[src/rtl/adc_cmd_pkg.sv]
`timescale 1ns/1ps
package adc_cmd_pkg;

  typedef enum logic [3:0] {
    ST_IDLE, ST_ADDR, ST_ADDR_ACK, ST_CMD_WAIT, ST_CMD,
    ST_CMD_ACK, ST_WR_DONE, ST_TX, ST_TX_MACK, ST_RD_DONE
  } busState_t;

  // strobes from control to datapath
  typedef struct packed {
    logic shiftEn;
    logic shiftClr;
    logic capRes;
    logic loadCtrl;
    logic loadTx;
    logic txSel;
    logic txShift;
  } dpStrobe_t;

  typedef struct packed {
    logic [2:0] chan;
    logic       rangeHi;
    logic       bipolar;
    logic [1:0] pd;
  } ctrlWord_t;

endpackage

[src/rtl/adc_cmd_dp.sv]
`timescale 1ns/1ps
module adc_cmd_dp
  import adc_cmd_pkg::*;
#(
  parameter int RES_W = 12
) (
  input  logic             clk,
  input  logic             rstN,
  input  dpStrobe_t        strobe,
  input  logic             sdaBit,
  input  logic [RES_W-1:0] result,
  output logic [6:0]       addrBits,
  output logic             txBit,
  output ctrlWord_t        ctrl
);

  localparam int LO_W  = RES_W - 8;
  localparam int PAD_W = 8 - LO_W;

  logic [6:0]       shiftReg;
  logic [RES_W-1:0] resReg;
  logic [7:0]       txReg;
  ctrlWord_t        ctrlReg;

  always_ff @(posedge clk or negedge rstN) begin
    if (!rstN) begin
      shiftReg <= '0;
      resReg   <= '0;
      txReg    <= '0;
      ctrlReg  <= '0;
    end else begin
      if (strobe.shiftClr)     shiftReg <= '0;
      else if (strobe.shiftEn) shiftReg <= {shiftReg[5:0], sdaBit};
      if (strobe.capRes)       resReg   <= result;
      if (strobe.loadCtrl)     ctrlReg  <= {shiftReg[5:0], sdaBit};
      if (strobe.loadTx)
        txReg <= strobe.txSel ? {resReg[LO_W-1:0], {PAD_W{1'b0}}}
                              : resReg[RES_W-1 -: 8];
      else if (strobe.txShift) txReg <= {txReg[6:0], 1'b0};
    end
  end

  assign addrBits = shiftReg;
  assign txBit    = txReg[7];
  assign ctrl     = ctrlReg;

  AST_CTRL_HOLD: assert property (@(posedge clk) disable iff (!rstN)
    !strobe.loadCtrl |=> $stable(ctrlReg));

  AST_TX_EXCL: assert property (@(posedge clk) disable iff (!rstN)
    strobe.loadTx |-> !strobe.txShift);

endmodule

[src/rtl/adc_cmd_ctrl.sv]
`timescale 1ns/1ps
module adc_cmd_ctrl
  import adc_cmd_pkg::*;
#(
  parameter int         SYNC_STAGES = 2,
  parameter logic [3:0] ADDR_HI     = 4'b0101
) (
  input  logic       clk,
  input  logic       rstN,
  input  logic       sclIn,
  input  logic       sdaIn,
  input  logic [2:0] addrStrap,
  input  logic [6:0] addrBits,
  input  logic       txBit,
  output dpStrobe_t  strobe,
  output logic       sdaBit,
  output logic       sdaOe,
  output logic       acqStart,
  output logic       convStart
);

  localparam int PIPE_W = SYNC_STAGES + 1;

  logic [PIPE_W-1:0] sclPipe, sdaPipe;
  logic sclS, sclP, sdaS, sdaP;
  logic sclRise, sclFall, startDet, stopDet;

  always_ff @(posedge clk or negedge rstN) begin
    if (!rstN) begin
      sclPipe <= '1;
      sdaPipe <= '1;
    end else begin
      sclPipe <= {sclPipe[PIPE_W-2:0], sclIn};
      sdaPipe <= {sdaPipe[PIPE_W-2:0], sdaIn};
    end
  end

  assign sclS     = sclPipe[PIPE_W-2];
  assign sclP     = sclPipe[PIPE_W-1];
  assign sdaS     = sdaPipe[PIPE_W-2];
  assign sdaP     = sdaPipe[PIPE_W-1];
  assign sclRise  = sclS & ~sclP;
  assign sclFall  = ~sclS & sclP;
  assign startDet = sclS & sclP & sdaP & ~sdaS;
  assign stopDet  = sclS & sclP & ~sdaP & sdaS;

  busState_t state;
  logic [2:0] bitCnt;
  logic ackOn, rwRead, byteSel, acqActive;
  logic addrHit, lastBit;

  assign addrHit = (addrBits == {ADDR_HI, addrStrap});
  assign lastBit = (bitCnt == 3'd7);

  always_ff @(posedge clk or negedge rstN) begin
    if (!rstN) begin
      state     <= ST_IDLE;
      bitCnt    <= '0;
      ackOn     <= 1'b0;
      rwRead    <= 1'b0;
      byteSel   <= 1'b0;
      acqActive <= 1'b0;
      acqStart  <= 1'b0;
      convStart <= 1'b0;
    end else begin
      acqStart  <= 1'b0;
      convStart <= 1'b0;
      if (startDet) begin
        state  <= ST_ADDR;
        bitCnt <= '0;
        ackOn  <= 1'b0;
      end else if (stopDet) begin
        state  <= ST_IDLE;
        ackOn  <= 1'b0;
        if (acqActive) begin
          convStart <= 1'b1;
          acqActive <= 1'b0;
        end
      end else begin
        unique case (state)
          ST_ADDR: if (sclRise) begin
            if (lastBit) begin
              bitCnt <= '0;
              rwRead <= sdaS;
              state  <= addrHit ? ST_ADDR_ACK : ST_IDLE;
            end else bitCnt <= bitCnt + 3'd1;
          end
          ST_ADDR_ACK: if (sclFall) begin
            if (!ackOn) ackOn <= 1'b1;
            else begin
              ackOn   <= 1'b0;
              bitCnt  <= '0;
              byteSel <= 1'b0;
              state   <= rwRead ? ST_TX : ST_CMD_WAIT;
            end
          end
          ST_CMD_WAIT: if (sclRise && sdaS) begin
            state  <= ST_CMD;
            bitCnt <= 3'd1;
          end
          ST_CMD: if (sclRise) begin
            if (bitCnt == 3'd5) begin
              acqStart  <= 1'b1;
              acqActive <= 1'b1;
            end
            if (lastBit) begin
              bitCnt <= '0;
              state  <= ST_CMD_ACK;
            end else bitCnt <= bitCnt + 3'd1;
          end
          ST_CMD_ACK: if (sclFall) begin
            if (!ackOn) ackOn <= 1'b1;
            else begin
              ackOn <= 1'b0;
              state <= ST_WR_DONE;
            end
          end
          ST_TX: if (sclFall) begin
            if (lastBit) begin
              bitCnt <= '0;
              state  <= ST_TX_MACK;
            end else bitCnt <= bitCnt + 3'd1;
          end
          ST_TX_MACK: if (sclFall) begin
            if (!byteSel) begin
              byteSel <= 1'b1;
              state   <= ST_TX;
            end else state <= ST_RD_DONE;
          end
          default: ;
        endcase
      end
    end
  end

  always_comb begin
    strobe          = '0;
    strobe.shiftEn  = sclRise && (state == ST_ADDR || state == ST_CMD_WAIT || state == ST_CMD);
    strobe.shiftClr = startDet;
    strobe.capRes   = sclRise && state == ST_ADDR && lastBit && addrHit && sdaS;
    strobe.loadCtrl = sclRise && state == ST_CMD && lastBit;
    strobe.loadTx   = sclFall && ((state == ST_ADDR_ACK && ackOn && rwRead) ||
                                  (state == ST_TX_MACK && !byteSel));
    strobe.txSel    = (state == ST_TX_MACK);
    strobe.txShift  = sclFall && state == ST_TX;
  end

  assign sdaBit = sdaS;
  assign sdaOe  = ackOn || (state == ST_TX && !txBit);

  AST_IDLE_RELEASE: assert property (@(posedge clk) disable iff (!rstN)
    (state == ST_IDLE) |-> !sdaOe);

  AST_SDA_SCL_LOW: assert property (@(posedge clk) disable iff (!rstN)
    ((sdaOe != $past(sdaOe)) && !$past(startDet) && !$past(stopDet)) |-> !sclS);

  AST_ACQ_PULSE: assert property (@(posedge clk) disable iff (!rstN)
    acqStart |=> !acqStart);

  AST_CONV_AFTER_STOP: assert property (@(posedge clk) disable iff (!rstN)
    convStart |-> $past(stopDet));

endmodule

[src/rtl/adc_cmd_slave.sv]
`timescale 1ns/1ps
module adc_cmd_slave
  import adc_cmd_pkg::*;
#(
  parameter int         RES_W       = 12,
  parameter int         SYNC_STAGES = 2,
  parameter logic [3:0] ADDR_HI     = 4'b0101
) (
  input  logic             clk,
  input  logic             rstN,
  input  logic             sclIn,
  input  logic             sdaIn,
  input  logic [2:0]       addrStrap,
  input  logic [RES_W-1:0] result,
  output logic             sdaOe,
  output logic [2:0]       chanSel,
  output logic             rangeHi,
  output logic             bipolarSel,
  output logic [1:0]       pdMode,
  output logic             acqStart,
  output logic             convStart
);

  dpStrobe_t strobe;
  ctrlWord_t ctrl;
  logic [6:0] addrBits;
  logic txBit, sdaBit;

  adc_cmd_ctrl #(.SYNC_STAGES(SYNC_STAGES), .ADDR_HI(ADDR_HI)) ctrl_i (
    .clk(clk), .rstN(rstN), .sclIn(sclIn), .sdaIn(sdaIn),
    .addrStrap(addrStrap), .addrBits(addrBits), .txBit(txBit),
    .strobe(strobe), .sdaBit(sdaBit), .sdaOe(sdaOe),
    .acqStart(acqStart), .convStart(convStart)
  );

  adc_cmd_dp #(.RES_W(RES_W)) dp_i (
    .clk(clk), .rstN(rstN), .strobe(strobe), .sdaBit(sdaBit),
    .result(result), .addrBits(addrBits), .txBit(txBit), .ctrl(ctrl)
  );

  assign chanSel    = ctrl.chan;
  assign rangeHi    = ctrl.rangeHi;
  assign bipolarSel = ctrl.bipolar;
  assign pdMode     = ctrl.pd;

endmodule

[config.mk]
export PLATFORM = sky130hd
export DESIGN_NAME = adc_cmd_slave
export DESIGN_NICKNAME = d
export VERILOG_FILES = /design/src/rtl/adc_cmd_pkg.sv /design/src/rtl/adc_cmd_dp.sv /design/src/rtl/adc_cmd_ctrl.sv /design/src/rtl/adc_cmd_slave.sv
export SDC_FILE = /design/constraint.sdc
export NUM_CORES = 1
export LEC_CHECK = 0
export CORE_MARGIN = 4
export CORE_UTILIZATION = 55
export DETAILED_ROUTE_END_ITERATION = 10
export GPL_TIMING_DRIVEN = 0
export PLACE_DENSITY = 0.78
export SLEW_MARGIN = 20
export SYNTH_ARGS = -nofsm -noshare
export SYNTH_HDL_FRONTEND = slang
export SYNTH_SLANG_ARGS = --single-unit
[constraint.sdc]
create_clock -name clk -period 6.04 [get_ports clk]
set_clock_uncertainty 0.05 [all_clocks]
set_input_delay 1.812 -clock clk [delete_from_list [all_inputs] [get_ports clk]]
set_output_delay 1.812 -clock clk [all_outputs]
set_load 0.005 [all_outputs]
# After elaboration in Yosys (flattened, before gate mapping)
# Index checks and enable logic that the tools add are counted.
word_totals:
  input_bits: 19
  out_inout_bits: 10
  reg_bits: 53
  word_cells: 153
classes:
  add_sub_neg: 1
  eq_ne: 31
  mux: 53
  bitwise: 13
  reduce_logical: 38
op_table:
  columns: ["operator", "n"]
  rows:
  - ["$mux W4", 15]
  - ["$ne A4 B1 Y1 const B", 11]
  - ["$pmux W4 S7", 1]
  - ["$mux W3", 9]
  - ["$mux W8", 3]
  - ["$mux W1", 20]
  - ["$ne A3 B1 Y1 const B", 5]
  - ["$logic_and A1 B1 Y1", 14]
  - ["$mux W7", 2]
  - ["$reduce_and A13 Y1", 1]
  - ["$eq A4 B3 Y1 const B", 3]
  - ["$pmux W3 S4", 1]
  - ["$reduce_bool A2 Y1", 6]
  - ["$reduce_bool A9 Y1", 1]
  - ["$eq A4 B2 Y1 const B", 2]
  - ["$and A1 B1 Y1", 7]
  - ["$eq A7 B6 Y1", 1]
  - ["$reduce_and A7 Y1", 1]
  - ["$eq A3 B3 Y1 const B", 2]
  - ["$ne A2 B1 Y1 const B", 3]
  - ["$not A1 Y1", 6]
  - ["$reduce_and A6 Y1", 1]
  - ["$reduce_bool A3 Y1", 2]
  - ["$reduce_and A5 Y1", 1]
  - ["13 further kinds", 18]

# Depth between registers and ports, before layout
logic_depth:
  ltp_word: 7
  depth_mapped: 7
  ltp_nobuf: 7

# Hierarchy
# Synthesis repeated with hierarchy kept, for this count alone.
hier_totals:
  hier_cells: 241
  area_unflattened_um2: 2836.5
by_module_without_submodules:
  columns: ["module", "n_inst", "seq_area_each_um2", "area_per_inst_um2", "cells_each"]
  rows:
  - ["adc_cmd_dp", 1, 850.8, 1450.1, 94]
  - ["adc_cmd_ctrl", 1, 483.0, 1386.3, 147]

# Worst setup path before layout
# No wires, ideal clock.
synth_timing:
  path_type: "register -> output"
  startpoint: "reg ctrl_i.state[1]"
  endpoint: "out sdaOe"
  t_required_ns: 4.178
  t_arrival_ns: 1.122
  path_stages_with_launch: 6
  slack_ns: 3.056
  n_path_buf: 3
  cell_sequence: "dfrtp_1 buf_2 buf_2 buf_2 nand2_1 o21bai_1"
synth_via:
  elab_chain_len: 3
synth_rtl:
  columns: ["item", "line_no", "text"]
  rows:
  - ["from (decl)", "adc_cmd_ctrl.sv:47", "busState_t state;"]
  - ["from (signal assigned)", "adc_cmd_ctrl.sv:85", "state <= addrHit ? ST_ADDR_ACK : ST_IDLE;"]
  - ["from (signal assigned)", "adc_cmd_ctrl.sv:94", "state <= rwRead ? ST_TX : ST_CMD_WAIT;"]
  - ["$eq A4 B3 Y1", "adc_cmd_ctrl.sv:149", "assign sdaOe = ackOn || (state == ST_TX && !txBit);"]
  - ["$logic_and A1 B1 Y1", "adc_cmd_ctrl.sv:149", null]
  - ["$logic_or A1 B1 Y1", "adc_cmd_ctrl.sv:149", null]
  - ["to (decl)", "adc_cmd_slave.sv:15", "output logic sdaOe,"]
# No other way between the ends.

# Final worst setup path
# Ends and elaborated chain as after synthesis.

==> metrics.txt <==
die width 77.99 um; Warnings, synthesis 0; critical path data required time 4.18 ns; Via density about 5.7; gr ovfl total 0; post-synthesis sequential element count between 50 and 60; Synth Flop Type dfrtp_1; Multi-input gate area 1252 um^2; GRT Util Overall 0.1993; P per Cell Area 307.8 nW/um^2; initial antenna violation count 0; Worst setup SP type flip-flop; maximum buffer depth of the clock tree 2; Fin. Hold Viols 0; Gates resized, CTS repair 0; Core Region 4723 um^2; syn nets 275; Critical Path Source ctrl_i.state[1]; synth unique cells 52; WHS 0.3115 ns; worst hold-check path type reg2reg; Slew @ Worst Pin 0.8305 ns; TritonCTS clock tree done; layout cells sized above 1 0.1869; Clk pin slew, worst setup/hold paths 0.10 ns; io pins 29; Syn Std Cell Area between 2000 and 3000 um^2; Arrival @ worst endpoint ~2.2 ns; Max-slew headroom 0.4449; maximum VDD drop 0.0002002 V; first-pass GRT wire length 9680 um; count of final setup violators 0; DRT Wirelength 5446 um; Reg area 1334 um^2; total of max-cap violations 0; RSZ-0062 raised after global routing false; CTS Hold Bufs 0; R2R Path Start ctrl_i.state[0]; nature of the critical path endpoint output pin; fill count 389; H-tree Lvls 2; Setup TNS 0 ns; Async SR Flop Fraction 1.000; Ant. Diodes 0; Detail Placement HPWL 3815 um; starting density of the core 0.5703; Pre-Repair DR Iteration Count 4; Routed Antenna Nets 0; clock latency on the worst-skew pair 0.30 ns; EDFF count, synth 0; Setup CP Type reg2out; area grow syn2layout 17.56%; Synth Instances 253; Final period util 0.6661; # Post-CTS Setup Buffers 0; Vias 2045; routability cong. 0.9343; wire per inst 15.30 um; Final #Nets 310; DRT iter0 DRCs 152; root buf cell clkbuf_8; CTS sink cnt 53; hold_sp ctrl_i.sclPipe[0]; LEAKAGE between 0.001 and 0.0015 uW; number of global-route vias before repair 2048; PortBufs 28; Die Y between 70 and 80 um; Mapped Avg Cell Area 10.65 um^2; run status finished clean; largest net degree at the start of global routing 54; Min Clock Period, post-route 4.023 ns; largest fanout on the critical path 10; # rows 25; Slew Viols, Final 0; max frequency 0.2486 GHz; sequential element share of the synthesized area 0.4951; die footprint 6082 um^2; Post-route DRC 0; CTS Buf Count 5
-- worst max-delay path, stage by stage, from the launching register on --
cell             delay [ns]
dfrtp_1                0.40
buf_2                  0.23
buf_2                  0.24
buf_2                  0.26
nand2_1                0.07
o21bai_1               0.14
clkdlybuf4s50_1        0.52
-- final cells by class --
type | instances | share of cell area
well taps | 67 | 0.02647
clock inverters | 2 | 0.01225
inverters | 7 | 0.008297
clock buffers | 6 | 0.02292
flip-flops and latches | 53 | 0.4212
repair buffers | 28 | 0.08771
multi-input cells | 179 | 0.3955
plain buffers | 14 | 0.02568
-- cell usage after synthesis, types with 2 or more instances --
library cell / number / share of area
mux2_2: 18 / 0.075
nand3_1: 10 / 0.019
xor2_1: 2 / 0.0065
buf_4: 3 / 0.0084
nand3b_1: 2 / 0.0056
or3_1: 3 / 0.0070
o31ai_1: 2 / 0.0056
mux2i_1: 12 / 0.045
inv_1: 7 / 0.0098
nand2b_1: 6 / 0.014
dfrtp_1: 47 / 0.44
o21a_1: 2 / 0.0056
or2_2: 2 / 0.0046
clkbuf_1: 2 / 0.0028
and3_1: 5 / 0.012
nand2_1: 25 / 0.035
buf_2: 8 / 0.015
o21ai_0: 13 / 0.024
xnor2_1: 4 / 0.013
nor2b_1: 4 / 0.0093
a221o_1: 6 / 0.022
a22oi_1: 3 / 0.0084
nor2_1: 20 / 0.028
ha_1: 3 / 0.014
a21oi_1: 9 / 0.017
nor4b_1: 2 / 0.0065
dfstp_2: 6 / 0.059
o22ai_1: 3 / 0.0070
-- registers in the layout, summed over array words and instances, names as in the netlist --
name	count
dp_i.resReg	12
dp_i.txReg	8
dp_i.addrBits	7
dp_i.ctrl	7
ctrl_i.state	4
ctrl_i.bitCnt	3
ctrl_i.sclPipe	3
ctrl_i.sdaPipe	3
ctrl_i.ackOn	1
ctrl_i.acqActive	1
ctrl_i.acqStart	1
ctrl_i.byteSel	1
ctrl_i.convStart	1
ctrl_i.rwRead	1
-- worst paths after layout --
kind	to	slack (ns)	cells past startpoint
worst max-delay path	sdaOe	2.02	6
worst min-delay path	ctrl_i.sclPipe[1]	0.31	0
worst max register to register	ctrl_i.state[0]	3.90	6
worst min register to register	ctrl_i.sclPipe[1]	0.31	0
max in group asynchronous	dp_i.txReg[1]	4.03	1
min in group asynchronous	dp_i.ctrl[2]	1.48	1
-- where the power goes --
group	internal [uW]	switching (uW)
Sequential	388	31.4
Clock	125	115
Combinational	146	170
-- layout by cell type (no fill, tap or decap), drive strengths merged, types with 3 or more instances in the layout --
master | synthesis | routed
a21oi | 10 | 10
a221o | 6 | 6
a22oi | 3 | 3
and3 | 5 | 5
buf | 12 | 13
clkbuf | 2 | 8
clkdlybuf4s50 | 0 | 27
dfrtp | 47 | 47
dfstp | 6 | 6
ha | 3 | 3
inv | 7 | 7
mux2 | 19 | 19
mux2i | 12 | 12
nand2 | 25 | 25
nand2b | 6 | 6
nand3 | 10 | 10
nor2 | 21 | 21
nor2b | 4 | 4
nor4b | 3 | 3
o21ai | 14 | 14
o22ai | 4 | 4
or3 | 3 | 3
xnor2 | 4 | 4
-- layer usage --
| metal | track usage | vias to the layer above | share of wire |
|---|---|---|---|
| li1 | - | 971 | - |
| met1 | 0.2747 | 1005 | 0.47 |
| met2 | 0.3202 | 61 | 0.47 |
| met3 | 0.02900 | 8 | 0.044 |
| met4 | 0.07343 | 0 | 0.017 |
| met5 | 0 | - | 0 |
-- cells by family (layout without fill, tap and decap cells) --
kind of cell / Yosys count / count (layout) / share of synthesized area
simple gates: 87 / 87 / 0.1686
flops: 53 / 53 / 0.4951
compound gates: 51 / 51 / 0.1352
mux: 31 / 31 / 0.1240
buf+inv: 21 / 57 / 0.03995
xor+xnor: 6 / 6 / 0.01951
fa+ha+maj: 4 / 4 / 0.01765
-- metrics by stage --
stage	power, uW	util	std cells	worst slack [ns]	instance area [um^2]
global placement	731.0	0.6474	348	1.544	3058
global route	1036	0.6705	356	1.860	3167
CTS	980.2	0.6705	356	2.010	3167
finish	974.6	0.6705	356	2.017	3167
floorplan	661.5	-	253	3.056	2694
detailed placement	737.3	0.6469	348	2.361	3055
Note: power is estimated with default switching activity, not from simulation.
